File: config.mk
export PLATFORM = sky130hd
export DESIGN_NAME = ip_hdr_rewrite
export DESIGN_NICKNAME = d
export VERILOG_FILES = /design/src/rtl/ip_rw_pkg.sv /design/src/rtl/ip_rw_parse.sv /design/src/rtl/ip_rw_edit.sv /design/src/rtl/ip_rw_pipe.sv /design/src/rtl/ip_hdr_rewrite.sv
export SDC_FILE = /design/constraint.sdc
export NUM_CORES = 1
export LEC_CHECK = 0
export BUFFER_PORTS_ARGS = -buffer_cell sky130_fd_sc_hd__buf_4
export CORE_MARGIN = 5
export CORE_UTILIZATION = 61
export DETAILED_ROUTE_END_ITERATION = 6
export GPL_ROUTABILITY_DRIVEN = 1
export PLACE_DENSITY = 0.78
export SYNTH_ARGS = -nofsm -noshare
export SYNTH_HDL_FRONTEND = slang
export SYNTH_SLANG_ARGS = --single-unit
File: constraint.sdc
create_clock -name clk -period 11.4 [get_ports clk]
set_input_delay 0 -clock clk [delete_from_list [all_inputs] [get_ports clk]]
set_output_delay 0 -clock clk [all_outputs]
set_load 0.01 [all_outputs]
File: src/rtl/ip_rw_pkg.sv
package ip_rw_pkg;

   localparam int unsigned BUS_W     = 32;
   localparam int unsigned HW_W      = 16;
   // word indices counted from the start marker; their order is behaviour
   localparam int unsigned IDX_ETYPE = 3;
   localparam int unsigned IDX_TTL   = 5;
   localparam int unsigned IDX_CKS   = 6;
   localparam int unsigned HDR_BIAS  = 3;
   localparam int unsigned MIN_IHL   = 5;
   localparam int unsigned IP_VER    = 4;

   typedef struct packed {
      logic             valid;
      logic             sop;
      logic             eop;
      logic             err;
      logic [BUS_W-1:0] data;
   } beat_t;

   // one's-complement 16-bit add with end-around carry
   function automatic logic [HW_W-1:0] oc_add(input logic [HW_W-1:0] a,
                                              input logic [HW_W-1:0] b);
      logic [HW_W:0] s;
      s = {1'b0, a} + {1'b0, b};
      return s[HW_W-1:0] + {{(HW_W-1){1'b0}}, s[HW_W]};
   endfunction

endpackage

File: src/rtl/ip_rw_parse.sv
module ip_rw_parse
   import ip_rw_pkg::*;
#(
   parameter logic [15:0] ETYPE   = 16'h0800,
   parameter int unsigned MIN_TTL = 2,
   parameter int unsigned IDX_W   = 5
)(
   input  logic             clk,
   input  logic             rst_n,
   input  logic             i_valid,
   input  logic             i_sop,
   input  logic [BUS_W-1:0] i_data,
   output logic             o_edit_ttl,
   output logic             o_edit_cks,
   output logic             o_frame_err
);

   localparam logic [IDX_W-1:0] IDX_MAX = '1;
   localparam logic [7:0]       TTL_LO  = 8'(MIN_TTL);
   localparam logic [3:0]       VER4    = 4'(IP_VER);
   localparam logic [3:0]       IHL_LO  = 4'(MIN_IHL);

   logic [IDX_W-1:0] cnt_q, cur, hdr_end;
   logic             ip_q, ttl_q, done_q, rw_q;
   logic [3:0]       ver_q, ihl_q;
   logic [HW_W-1:0]  acc_q;

   logic             ip_b, ttl_b, done_b, rw_b;
   logic [3:0]       ver_b, ihl_b;
   logic [HW_W-1:0]  acc_b;

   logic             ip_n, ttl_n, done_n, rw_n;
   logic [3:0]       ver_n, ihl_n;
   logic [HW_W-1:0]  acc_n;
   logic [HW_W-1:0]  hw_hi, hw_lo;

   always_comb begin
      cur    = i_sop ? '0 : cnt_q;
      ip_b   = !i_sop && ip_q;
      ttl_b  = !i_sop && ttl_q;
      done_b = !i_sop && done_q;
      rw_b   = !i_sop && rw_q;
      ver_b  = i_sop ? '0 : ver_q;
      ihl_b  = i_sop ? '0 : ihl_q;
      acc_b  = i_sop ? '0 : acc_q;
      hw_hi  = i_data[BUS_W-1:HW_W];
      hw_lo  = i_data[HW_W-1:0];

      ip_n   = ip_b;
      ttl_n  = ttl_b;
      done_n = done_b;
      rw_n   = rw_b;
      ver_n  = ver_b;
      ihl_n  = ihl_b;
      acc_n  = acc_b;
      hdr_end    = IDX_W'(ihl_b) + IDX_W'(HDR_BIAS);
      o_edit_ttl = 1'b0;
      o_edit_cks = 1'b0;

      if (cur == IDX_W'(IDX_ETYPE)) begin
         ip_n  = (hw_hi == ETYPE);
         ver_n = hw_lo[15:12];
         ihl_n = hw_lo[11:8];
         acc_n = hw_lo;
      end else if (ip_b && !done_b && cur > IDX_W'(IDX_ETYPE)) begin
         if (cur <= hdr_end) acc_n = oc_add(acc_n, hw_hi);
         if (cur <  hdr_end) acc_n = oc_add(acc_n, hw_lo);
         if (cur == hdr_end) done_n = 1'b1;
      end

      if (cur == IDX_W'(IDX_TTL) && ip_b) begin
         ttl_n      = (hw_lo[15:8] >= TTL_LO);
         rw_n       = ttl_n && (ver_b == VER4) && (ihl_b >= IHL_LO);
         o_edit_ttl = i_valid && rw_n;
      end

      if (cur == IDX_W'(IDX_CKS) && rw_b) o_edit_cks = i_valid;

      o_frame_err = ip_n && ((ver_n != VER4) || (ihl_n < IHL_LO) || !ttl_n ||
                             !done_n || (acc_n != '1));
   end

   always_ff @(posedge clk or negedge rst_n) begin
      if (!rst_n) begin
         cnt_q  <= '0;
         ip_q   <= 1'b0;
         ttl_q  <= 1'b0;
         done_q <= 1'b0;
         rw_q   <= 1'b0;
         ver_q  <= '0;
         ihl_q  <= '0;
         acc_q  <= '0;
      end else if (i_valid) begin
         cnt_q  <= (cur == IDX_MAX) ? cur : cur + IDX_W'(1);
         ip_q   <= ip_n;
         ttl_q  <= ttl_n;
         done_q <= done_n;
         rw_q   <= rw_n;
         ver_q  <= ver_n;
         ihl_q  <= ihl_n;
         acc_q  <= acc_n;
      end
   end

   AST_IDX_RESTART: assert property (@(posedge clk) disable iff (!rst_n)
      (i_valid && i_sop) |=> (cnt_q == IDX_W'(1))) else $error("index restart");

   AST_CKS_AFTER_VER: assert property (@(posedge clk) disable iff (!rst_n)
      o_edit_cks |-> (ver_q == VER4 && ttl_q)) else $error("checksum edit without valid header");

endmodule

File: src/rtl/ip_rw_edit.sv
module ip_rw_edit
   import ip_rw_pkg::*;
#(
   parameter int unsigned MIN_TTL = 2
)(
   input  logic             clk,
   input  logic             rst_n,
   input  logic             i_valid,
   input  logic             i_sop,
   input  logic             i_eop,
   input  logic [BUS_W-1:0] i_data,
   input  logic             i_edit_ttl,
   input  logic             i_edit_cks,
   input  logic             i_frame_err,
   output beat_t            o_beat
);

   localparam logic [7:0]      TTL_LO = 8'(MIN_TTL);
   localparam logic [HW_W-1:0] CKS_INC = 16'h0100;

   logic [HW_W-1:0]  new_hc;
   logic [BUS_W-1:0] word;

   always_comb begin
      new_hc = oc_add(i_data[BUS_W-1:HW_W], CKS_INC);
      word   = i_data;
      if (i_edit_ttl) word[15:8] = i_data[15:8] - 8'd1;
      if (i_edit_cks) word[BUS_W-1:HW_W] = new_hc;
      o_beat.valid = i_valid;
      o_beat.sop   = i_valid && i_sop;
      o_beat.eop   = i_valid && i_eop;
      o_beat.err   = i_valid && i_eop && i_frame_err;
      o_beat.data  = i_valid ? word : '0;
   end

   AST_ONE_FIELD: assert property (@(posedge clk) disable iff (!rst_n)
      !(i_edit_ttl && i_edit_cks)) else $error("two edits in one word");

   AST_HC_NONZERO: assert property (@(posedge clk) disable iff (!rst_n)
      i_edit_cks |-> (new_hc != '0)) else $error("checksum folded to zero");

   AST_TTL_NO_WRAP: assert property (@(posedge clk) disable iff (!rst_n)
      i_edit_ttl |-> (i_data[15:8] >= TTL_LO)) else $error("low ttl decremented");

endmodule

File: src/rtl/ip_rw_pipe.sv
module ip_rw_pipe
   import ip_rw_pkg::*;
#(
   parameter int unsigned DEPTH = 2
)(
   input  logic  clk,
   input  logic  rst_n,
   input  beat_t i_beat,
   output beat_t o_beat
);

   generate
      if (DEPTH == 1) begin : g_single
         beat_t r;
         always_ff @(posedge clk or negedge rst_n) begin
            if (!rst_n) r <= '0;
            else        r <= i_beat;
         end
         assign o_beat = r;
      end else begin : g_chain
         beat_t r [DEPTH];
         always_ff @(posedge clk or negedge rst_n) begin
            if (!rst_n) begin
               for (int k = 0; k < DEPTH; k++) r[k] <= '0;
            end else begin
               r[0] <= i_beat;
               for (int k = 1; k < DEPTH; k++) r[k] <= r[k-1];
            end
         end
         assign o_beat = r[DEPTH-1];
      end
   endgenerate

endmodule

File: src/rtl/ip_hdr_rewrite.sv
module ip_hdr_rewrite
   import ip_rw_pkg::*;
#(
   parameter int unsigned DATA_W    = 32,
   parameter int unsigned LATENCY   = 2,
   parameter logic [15:0] ETHERTYPE = 16'h0800,
   parameter int unsigned MIN_TTL   = 2
)(
   input  logic              clk,
   input  logic              rst_n,
   input  logic              i_valid,
   input  logic              i_sop,
   input  logic              i_eop,
   input  logic [DATA_W-1:0] i_data,
   output logic              o_valid,
   output logic              o_sop,
   output logic              o_eop,
   output logic [DATA_W-1:0] o_data,
   output logic              o_err
);

   // last header word index is 15 + HDR_BIAS; one spare code for saturation
   localparam int unsigned IDX_W = $clog2(16 + HDR_BIAS + 1);

   generate
      if (DATA_W != BUS_W) begin : g_bad_width
         initial $error("DATA_W must equal %0d", BUS_W);
      end
      if (LATENCY < 1) begin : g_bad_lat
         initial $error("LATENCY must be at least 1");
      end
      if (MIN_TTL < 1 || MIN_TTL > 255) begin : g_bad_ttl
         initial $error("MIN_TTL out of range");
      end
   endgenerate

   logic  edit_ttl, edit_cks, frame_err;
   beat_t beat_in, beat_out;

   ip_rw_parse #(
      .ETYPE   (ETHERTYPE),
      .MIN_TTL (MIN_TTL),
      .IDX_W   (IDX_W)
   ) u_parse (
      .clk         (clk),
      .rst_n       (rst_n),
      .i_valid     (i_valid),
      .i_sop       (i_sop),
      .i_data      (i_data),
      .o_edit_ttl  (edit_ttl),
      .o_edit_cks  (edit_cks),
      .o_frame_err (frame_err)
   );

   ip_rw_edit #(
      .MIN_TTL (MIN_TTL)
   ) u_edit (
      .clk         (clk),
      .rst_n       (rst_n),
      .i_valid     (i_valid),
      .i_sop       (i_sop),
      .i_eop       (i_eop),
      .i_data      (i_data),
      .i_edit_ttl  (edit_ttl),
      .i_edit_cks  (edit_cks),
      .i_frame_err (frame_err),
      .o_beat      (beat_in)
   );

   ip_rw_pipe #(
      .DEPTH (LATENCY)
   ) u_pipe (
      .clk    (clk),
      .rst_n  (rst_n),
      .i_beat (beat_in),
      .o_beat (beat_out)
   );

   assign o_valid = beat_out.valid;
   assign o_sop   = beat_out.sop;
   assign o_eop   = beat_out.eop;
   assign o_err   = beat_out.err;
   assign o_data  = beat_out.data;

   AST_ERR_ON_EOP: assert property (@(posedge clk) disable iff (!rst_n)
      o_err |-> (o_valid && o_eop)) else $error("status off the last word");

   AST_MARKS_VALID: assert property (@(posedge clk) disable iff (!rst_n)
      (o_sop || o_eop) |-> o_valid) else $error("marker without valid");

   AST_RESET_QUIET: assert property (@(posedge clk)
      !rst_n |-> !(o_valid || o_err)) else $error("output during reset");

endmodule

==> impl_metrics.ini, run 1 <==
[status]
outcome = finished clean

[pwr]
p_leak_nw = 3.92
p_per_area_nw_per_um2 = 134
ir_worst_vdd_mv = 0.0856

[timing]
setup_tns_ns = 0
setup_slack_ns = 1.29
setup_viol = 0
slew_viol_final = 0
rsz0062_at_grt = no
fmax_mhz = 98.9
slew_headroom_pct = 38.7
hold_viol = 0
worst_pin_slew_ns = 0.920
period_share_pct = 88.7
finalClockSkew_ns = 0.0132
fin_crit_ns = 10.11

[worst_setup_path]
path_max_fanout = 11
slowest_stage = or4_1
end_kind = flop
slowest_delay_ns = 0.58
r2r-end = u_pipe.g_chain.r[68]
reg2reg_slack_ns = 1.29
r2r_cells = 43
r2r-start = u_parse.acc_q[0]
crit_type = flop to flop
crit_path_frequent_cell = ha_1
critPathLaunchType = flop
arrival_ns = 10.34
required_ns = 11.62

[final_layout]
final_common_cell = dfrtp_1
final_nets = 1008
drive_gt1_share_pct = 12.6
area.growth.synth_to_final_pct = 11.1
postLayoutCoreUtil_pct = 69.0
antenna_cells = 0
final_cell_mix = 105 x dfrtp_1, 77 x nor2_1, 76 x buf_4

[hold_path]
hold_end = u_pipe.g_chain.r[59]
hp-class = primary input to flop
hold_depth = 3
hold_path.startpoint = i_data[23]

[floorplanning]
ios = 73
die_w_microns = 123
die-area_sq_um = 15200
die_height_microns = 123
core_sq_um = 12600
start_util_pct = 62.1
row_count = 41

[detailed_routing]
wl_per_cell_microns = 20.3
drtIter0Drc = 771
vias = 6912
ant_nets = 0
wl_mm = 22.3
drc_errors = 0
dr.pass1.iters = 5
vias_per_cell = 6.30

[yosys]
synth_top_area_cell = dfrtp_1
synth_top_cell_area_share_pct = 33.5
synthFlopType = dfrtp_1
ys_seq_elements = 105
avgSynthCellArea_sq_um = 8.83
ys_top_cells_by_area = dfrtp_1 34%, ha_1 7.8%, xnor2_1 4.8%
ys_seq_area_share_pct = 33.5
syn-num-nets = 976
async_flop_share_pct = 100
synth_edf_count = 0
synth_cell_types = 83
yosys_warnings = 0
synthCells = 888
netlist_area_sq_um = 7840

[placed_design]
portBuffers = 72
gp_congestion = 1.01
hpwl_mm = 16.4
dp_slack_ns = 1.52

[clock_network]
cts.sinks = 105
clkTransAtPathRegs_ns = 0.08
clockRootBuffer = clkbuf_16
clock_latency_ns = 0.36
numCtsBuffers = 9
htreeDepth = 3
cts_tree = done
cts.path.max_buffers = 2
ctsResizeCount = 0

[global_routing]
grt_use_total_pct = 29.9
grt_pass1_vias = 6660
grt_overflow = 0
antenna_found_initial = 0
grt_first_pass_wirelength_mm = 35.1
grt_max_degree = 77

[flow_run]
maxCapViolations = 0
[worst max path at each step]
stage | start | end | slack, ns | depth (start not counted)
2_1_floorplan | i_sop | u_pipe.g_chain.r[68] | 2.73 | 39
3_3_place_gp | u_parse.acc_q[0] | u_pipe.g_chain.r[68] | 2.11 | 43
3_5_place_dp | u_parse.acc_q[0] | u_pipe.g_chain.r[68] | 1.52 | 43
4_1_cts | u_parse.acc_q[0] | u_pipe.g_chain.r[68] | 1.43 | 43
5_1_grt | u_parse.acc_q[0] | u_pipe.g_chain.r[68] | 0.48 | 43
6_report | u_parse.acc_q[0] | u_pipe.g_chain.r[68] | 1.29 | 43
[stage by stage]
step	cell area, sq um	std cells	hold slack [ns]	total power, mW
after detailed placement	8200	1059	-0.0378	0.848
after floorplan	7840	888	-0.296	0.736
after CTS	8710	1097	0.000101	1.16
after global placement	8200	1059	-0.0521	0.840
final	8710	1097	0.00702	1.17
after global routing	8710	1097	0.0218	1.23
[Yosys cell counts, types with 7 or more instances]
| cell type | count |
|---|---|
| dfrtp_1 | 105 |
| nor2_1 | 77 |
| nand2_1 | 59 |
| ha_1 | 49 |
| a21oi_1 | 45 |
| xnor2_1 | 43 |
| and2_1 | 36 |
| o21ai_0 | 36 |
| buf_4 | 33 |
| clkbuf_1 | 30 |
| xor2_1 | 28 |
| nor3_1 | 24 |
| inv_1 | 23 |
| nand2b_1 | 23 |
| nand3_1 | 21 |
| nor2b_1 | 16 |
| a21o_1 | 13 |
| a22o_1 | 13 |
| nor4_1 | 12 |
| o211ai_1 | 11 |
| or3_1 | 11 |
| and3_1 | 10 |
| nand4_1 | 10 |
| a31oi_1 | 9 |
| buf_2 | 8 |
| mux2i_1 | 7 |
| nand3b_1 | 7 |
| o22ai_1 | 7 |
[layout make-up]
class | count | area [sq um]
Clock buffer | 9 | 225
Multi-Input combinational cell | 683 | 4700
Timing Repair Buffer | 98 | 791
Tap cell | 172 | 215
Clock inverter | 7 | 63.8
Fill cell | 1033 | 3910
Sequential cell | 105 | 2630
Inverter | 23 | 86.3
[state kept, by name (all words and copies together), names as in the netlist]
name / cells
u_parse.ihl_q: 4
u_parse.ttl_q: 1
u_parse.ip_q: 1
u_parse.acc_q: 16
u_pipe.g_chain.r: 36
u_parse.cnt_q: 5
u_parse.ver_q: 4
u_pipe.o_beat: 36
u_parse.done_q: 1
u_parse.rw_q: 1
[routing by layer]
layer  up-vias  global-route usage [%]  wire, microns
met3        50                    4.03           1450
met5         -                       0              0
met4         0                    11.6            726
li1       3205                       -              -
met2       304                    49.0          10600
met1      3353                    40.3           9550
[critical path: cells and delay by family (launching register included)]
kind            cells  cell delay (ns)
simple gates       18             4.43
fa+ha+maj           6             1.72
compound gates     17             3.18
xor+xnor            1             0.23
flops               1             0.35
buf+inv             1             0.06
[logic make-up (layout without fill, tap and decap cells)]
| kind of cell | count (synthesis) | after routing | synth area share [%] |
|---|---|---|---|
| AOI/OAI and AO/OA | 208 | 208 | 18.2 |
| buffers and inverters | 100 | 137 | 6.59 |
| DFF | 105 | 105 | 33.5 |
| xor gates and xnor gates | 73 | 73 | 8.57 |
| adders and majority gates | 52 | 52 | 8.46 |
| muxes | 12 | 12 | 1.61 |
| and+or+nand+nor | 338 | 338 | 23.1 |
[where the power goes]
| part | total [mW] | switching, mW | internal (mW) |
|---|---|---|---|
| logic | 0.454 | 0.272 | 0.182 |
| registers | 0.406 | 0.0124 | 0.394 |
| clock network | 0.306 | 0.153 | 0.153 |
| total | 1.17 | 0.438 | 0.729 |
[what timing repair did]
action | in CTS | in global routing
setup buffers | 0 | 0
endpoints found under the hold margin | 50 | 0
hold buffers | 22 | 0
No activity file was read; power rests on OpenSTA's default activity.
==> run 2: changes to the inputs <==
--- a/config.mk
+++ b/config.mk
@@ -7,10 +7,11 @@
 export LEC_CHECK = 0
 export BUFFER_PORTS_ARGS = -buffer_cell sky130_fd_sc_hd__buf_4
 export CORE_MARGIN = 5
-export CORE_UTILIZATION = 61
+export CORE_UTILIZATION = 40
 export DETAILED_ROUTE_END_ITERATION = 6
 export GPL_ROUTABILITY_DRIVEN = 1
-export PLACE_DENSITY = 0.78
+export PLACE_DENSITY = 0.53
 export SYNTH_ARGS = -nofsm -noshare
 export SYNTH_HDL_FRONTEND = slang
+export SYNTH_HIERARCHICAL = 1
 export SYNTH_SLANG_ARGS = --single-unit
==> run 2 against run 1 <==
Count of clock-buffer cells in the layout unchanged. Area after synthesis is 4.6% higher. Largest power group unchanged. Maximum frequency grew 23%. Design area increased by 6.5%. Synthesized cell count up 3.8%. Utilization is 23 points lower.
==> impl_metrics.ini, run 2 <==
[worst_setup_path]
r2r-start = u_parse/acc_q[0]
r2r_cells = 40
cpLargestDelayFamily = compound AO/OA/AOI/OAI gates
startpoint = u_parse/acc_q[0]
path_max_fanout = 5
slowest_stage = fa_1
path_depth = 40
critPathLaunchType = flop
end_kind = flop
arrival_ns = 8.50
path_buf_inv = 2
required_ns = 11.66
crit_type = flop to flop
crit_path_frequent_cell = ha_1
slowest_delay_ns = 0.40

[yosys]
synth_most_common_cell = dfrtp_1
synth_top_cell_area_share_pct = 32.0
avgSynthCellArea_sq_um = 8.90
synth_cell_types = 89
yosys_warnings = 6
ys_top_cells_by_area = dfrtp_1 32%, ha_1 7.2%, xnor2_1 4.0%
synth_top_area_cell = dfrtp_1
synthCells = 922
synthTopCellsByCount = 105 x dfrtp_1, 70 x nor2_1, 63 x nand2_1
syn-num-nets = 1008
synth_edf_count = 0
ys_seq_elements = 105
ys_seq_area_share_pct = 32.0
netlist_area_sq_um = 8200
async_flop_share_pct = 100
synthFlopType = dfrtp_1

[pwr]
ir_worst_vdd_mv = 0.0622
p_per_area_nw_per_um2 = 141
total_power_mw = 1.31
p_leak_nw = 4.06

[final_layout]
antenna_cells = 0
final_common_cell = dfrtp_1
stdcell_count = 1238
fin_area_sq_um = 9270
final_nets = 1049
final_cell_mix = 105 x dfrtp_1, 80 x buf_4, 70 x nor2_1
postLayoutCoreUtil_pct = 45.8
area.growth.synth_to_final_pct = 13.0
drive_gt1_share_pct = 14.0

[timing]
setup_viol = 0
hold_viol = 0
rsz0062_at_grt = no
setup_tns_ns = 0
fin_crit_ns = 8.24
period_share_pct = 72.3
slew_viol_final = 0
finalClockSkew_ns = 0.0126
fmax_mhz = 121
worst_pin_slew_ns = 1.10
whs_ns = 0.0179
setup_slack_ns = 3.16
slew_headroom_pct = 25.0

[hold_path]
hold_path.startpoint = i_data[31]
hp-class = primary input to flop
hold_depth = 3

[placed_design]
dpl.cell_count = 1197
portBuffers = 72
placed_area_sq_um = 8700
gp_congestion = 0.876
hpwl_mm = 16.8
dp_slack_ns = 3.13

[floorplanning]
row_count = 52
die-area_sq_um = 23500
start_util_pct = 40.5
ios = 73
die_height_microns = 153
die_w_microns = 153
core_sq_um = 20200

[clock_network]
htreeDepth = 3
cts.path.max_buffers = 2
numCtsBuffers = 9
holdBufCountCts = 25
ctsResizeCount = 0
cts.sinks = 105
clock_latency_ns = 0.36
clkTransAtPathRegs_ns = 0.08
cts_tree = done
clockRootBuffer = clkbuf_16
cts_setup_buffers = 0

[global_routing]
grt_first_pass_wirelength_mm = 37.0
grt_max_degree = 87
antenna_found_initial = 0
grt_use_total_pct = 19.4
grt_pass1_vias = 6680
grt_overflow = 0

[status]
outcome = finished clean

[detailed_routing]
met2_length_mm = 10.3
wl_met1_mm = 10.8
ant_nets = 0
wl_per_cell_microns = 18.3
dr.pass1.iters = 5
wl_met3_mm = 1.04
vias_per_cell = 5.55
top_layer = met4
vias = 6867
wl_mm = 22.6
drc_errors = 0
drtIter0Drc = 609

[flow_run]
maxCapViolations = 0
## run 2: cell families after synthesis
group                      after synthesis  synth area share (%)
muxes                                   23                  3.00
xor gates and xnor gates                63                  7.09
DFF                                    105                  32.0
buffers and inverters                  100                  6.54
AOI/OAI and AO/OA                      232                  20.2
adders and majority gates               49                  7.66
and+or+nand+nor                        350                  23.5
## run 2: final timing paths
check	slack, ns	endpoint
min in group asynchronous	0.16	u_pipe/g_chain.r[43]
max	3.16	u_pipe/g_chain.r[68]
min	0.02	u_pipe/g_chain.r[67]
max in group asynchronous	10.04	u_parse/acc_q[14]
min reg2reg	0.35	u_pipe/o_beat[1]
max reg2reg	3.16	u_pipe/g_chain.r[68]
## run 2: where the power goes
| part | leakage, nW | switching (mW) | internal (mW) |
|---|---|---|---|
| sequential | 1.36 | 0.0166 | 0.398 |
| combinational | 2.54 | 0.335 | 0.233 |
| clock | 0.152 | 0.168 | 0.159 |
| total | 4.06 | 0.520 | 0.791 |
## run 2: routing by layer
layer / up-vias / track usage [%]
met2: 176 / 30.9
met5: - / 0
met1: 3237 / 27.6
met3: 24 / 3.03
met4: 0 / 5.35
li1: 3430 / -
## run 2: final cells by class
class / count / area, sq um
clock buffer: 9 / 225
multi-input combinational: 717 / 5040
tap: 270 / 338
timing repair buffer: 105 / 851
inverter: 25 / 93.8
sequential: 105 / 2630
clock inverter: 7 / 91.3
fill: 2003 / 11000
## run 2: worst register-to-register path, delay by kind of cell (launching register included)
kind            cells  cell delay [ns]
buf+inv             2             0.14
flops               1             0.35
fa+ha+maj           6             1.56
simple gates       14             2.70
compound gates     16             3.12
xor+xnor            1             0.23
mux                 1             0.07
==> run 3: changes to the inputs <==
==> constraint.sdc (replaced) <==
create_clock -name clk -period 7.9 [get_ports clk]
set_input_delay 0 -clock clk [delete_from_list [all_inputs] [get_ports clk]]
set_output_delay 0 -clock clk [all_outputs]
set_load 0.01 [all_outputs]
==> run 3 against run 2 <==
The run now ends with DRC left. Global-route usage grew 0.46 points. Die area unchanged. Utilization is 2.2 points higher. Largest cell class unchanged. Register-to-register slack got worse by 2.8 ns. First-iteration DRC count fell by 5.9%. Combinational power grew 62%. Maximum frequency is 10% higher. Highest routed layer unchanged. Critical endpoint unchanged. Largest power group unchanged.
==> impl_metrics.ini, run 3 (synthesis results as in run 2) <==
[hold_path]
hold_end = u_pipe/g_chain.r[53]
hold_path.startpoint = i_data[17]
hp-class = primary input to flop
hold_depth = 3

[pwr]
p_per_area_nw_per_um2 = 205
p_int_mw = 1.20
p_switching_uw = 797
swShare_pct = 40.0
comb_power_share_pct = 46.2
pwr-share-seq_pct = 30.0
pwr-share-clk_pct = 23.8
ir_worst_vdd_mv = 0.101
p_leak_nw = 4.25

[floorplanning]
start_util_pct = 40.5
die_w_microns = 153
die_height_microns = 153
row_count = 52
core_sq_um = 20200
die-area_sq_um = 23500
ios = 73

[timing]
whs_ns = 0.0163
slew_viol_final = 0
setup_viol = 0
finalClockSkew_ns = 0.0159
setup_tns_ns = 0
fmax_mhz = 133
setup_slack_ns = 0.406
period_share_pct = 94.9
worst_pin_slew_ns = 0.995
hold_viol = 0
fin_crit_ns = 7.49
slew_headroom_pct = 31.9

[clock_network]
numCtsBuffers = 9
cts.path.max_buffers = 2
cts_tree = done
clock_latency_ns = 0.37
clkTransAtPathRegs_ns = 0.08
htreeDepth = 3
cts.sinks = 105
clockRootBuffer = clkbuf_16

[worst_setup_path]
r2r-end = u_pipe/g_chain.r[68]
path_max_fanout = 5
end_kind = flop
slowest_stage = or4_4
slowest_delay_ns = 0.59
required_ns = 8.15
critPathLaunchType = flop
arrival_ns = 7.75
startpoint = u_parse/acc_q[0]
crit_type = flop to flop
crit_path_frequent_cell = ha_4
r2r-start = u_parse/acc_q[0]
reg2reg_slack_ns = 0.41
r2r_cells = 38

[status]
violations = DRC
outcome = complete, but fails checks

[final_layout]
drive_gt1_share_pct = 19.6
antenna_cells = 0
area.growth.synth_to_final_pct = 18.5
final_cell_mix = 107 x buf_4, 105 x dfrtp_1, 70 x nor2_1
final_nets = 1076
final_common_cell = buf_4

[placed_design]
portBuffers = 72
dp_slack_ns = -0.0456
gp_congestion = 0.905
hpwl_mm = 17.5

[global_routing]
grt_max_degree = 87
grt_pass1_vias = 6974
grt_use_total_pct = 19.9
grt_first_pass_wirelength_mm = 37.8
grt_overflow = 0
antenna_found_initial = 0

[detailed_routing]
ant_nets = 0
vias = 7170
dr.pass1.iters = 7
wl_per_cell_microns = 18.6
vias_per_cell = 5.67
drtIter0Drc = 573
wl_mm = 23.5
drc_errors = 6

[flow_run]
maxCapViolations = 0
-- run 3: cell types whose count changed in the layout (fill, tap and decap cells not counted), sizes merged --
cell / before / now
buf: 80 / 107
-- run 3: final cells by class --
cell class,instances,area (sq um)
inverter,25,93.8
multi-input combinational,717,5290
clock inverter,7,91.3
tap,270,338
clock buffer,9,225
fill,1946,10500
timing repair buffer,132,1050
sequential,105,2630
-- run 3: power by group through the flow --
stage               clock network [mW]  logic, mW  registers, mW
CTS                              0.490      0.852          0.598
global route                     0.505       1.01          0.603
finish                           0.474      0.921          0.598
detailed placement                   0      0.836          0.609
global placement                     0      0.838          0.608
floorplan                            0      0.611          0.599
-- run 3: how the worst max path moves through the flow --
| stage | to |
|---|---|
| 2_1_floorplan | u_pipe/g_chain.r[68] |
| 3_3_place_gp | u_pipe/g_chain.r[68] |
| 3_5_place_dp | u_pipe/g_chain.r[68] |
| 4_1_cts | u_pipe/g_chain.r[68] |
| 5_1_grt | u_pipe/g_chain.r[68] |
| 6_report | u_pipe/g_chain.r[68] |
-- run 3: repair_timing --
action                                  CTS  global route
hold buffers                             25             0
endpoints found under the setup margin    1             8
endpoints found under the hold margin    74             0
resized for setup                         2            41
pin swaps                                 0            31
buffers inserted                          0             4
gates cloned                              0             0
-- run 3: critical path: cells and delay by family, from the launching register on --
kind,cells,cell delay [ns]
mux,1,0.08
fa+ha+maj,7,1.55
flops,1,0.35
xor+xnor,1,0.17
buf+inv,2,0.14
simple gates,12,2.52
compound gates,15,2.60
-- run 3: per-stage QoR --
| step | util (%) | std cells | total power, mW | area [sq um] |
|---|---|---|---|---|
| CTS | 46.7 | 1261 | 1.94 | 9460 |
| global placement | 43.9 | 1220 | 1.45 | 8880 |
| finish | 48.0 | 1265 | 1.99 | 9720 |
| global route | 48.0 | 1265 | 2.12 | 9720 |
| floorplan | - | 922 | 1.21 | 8200 |
| detailed placement | 43.9 | 1220 | 1.44 | 8880 |
-- run 3: metal layers --
layer,global-route usage (%),part of all wire [%]
met3,2.77,4.9
met5,0,0
met2,31.9,46
met4,7.25,3.1
met1,27.4,46
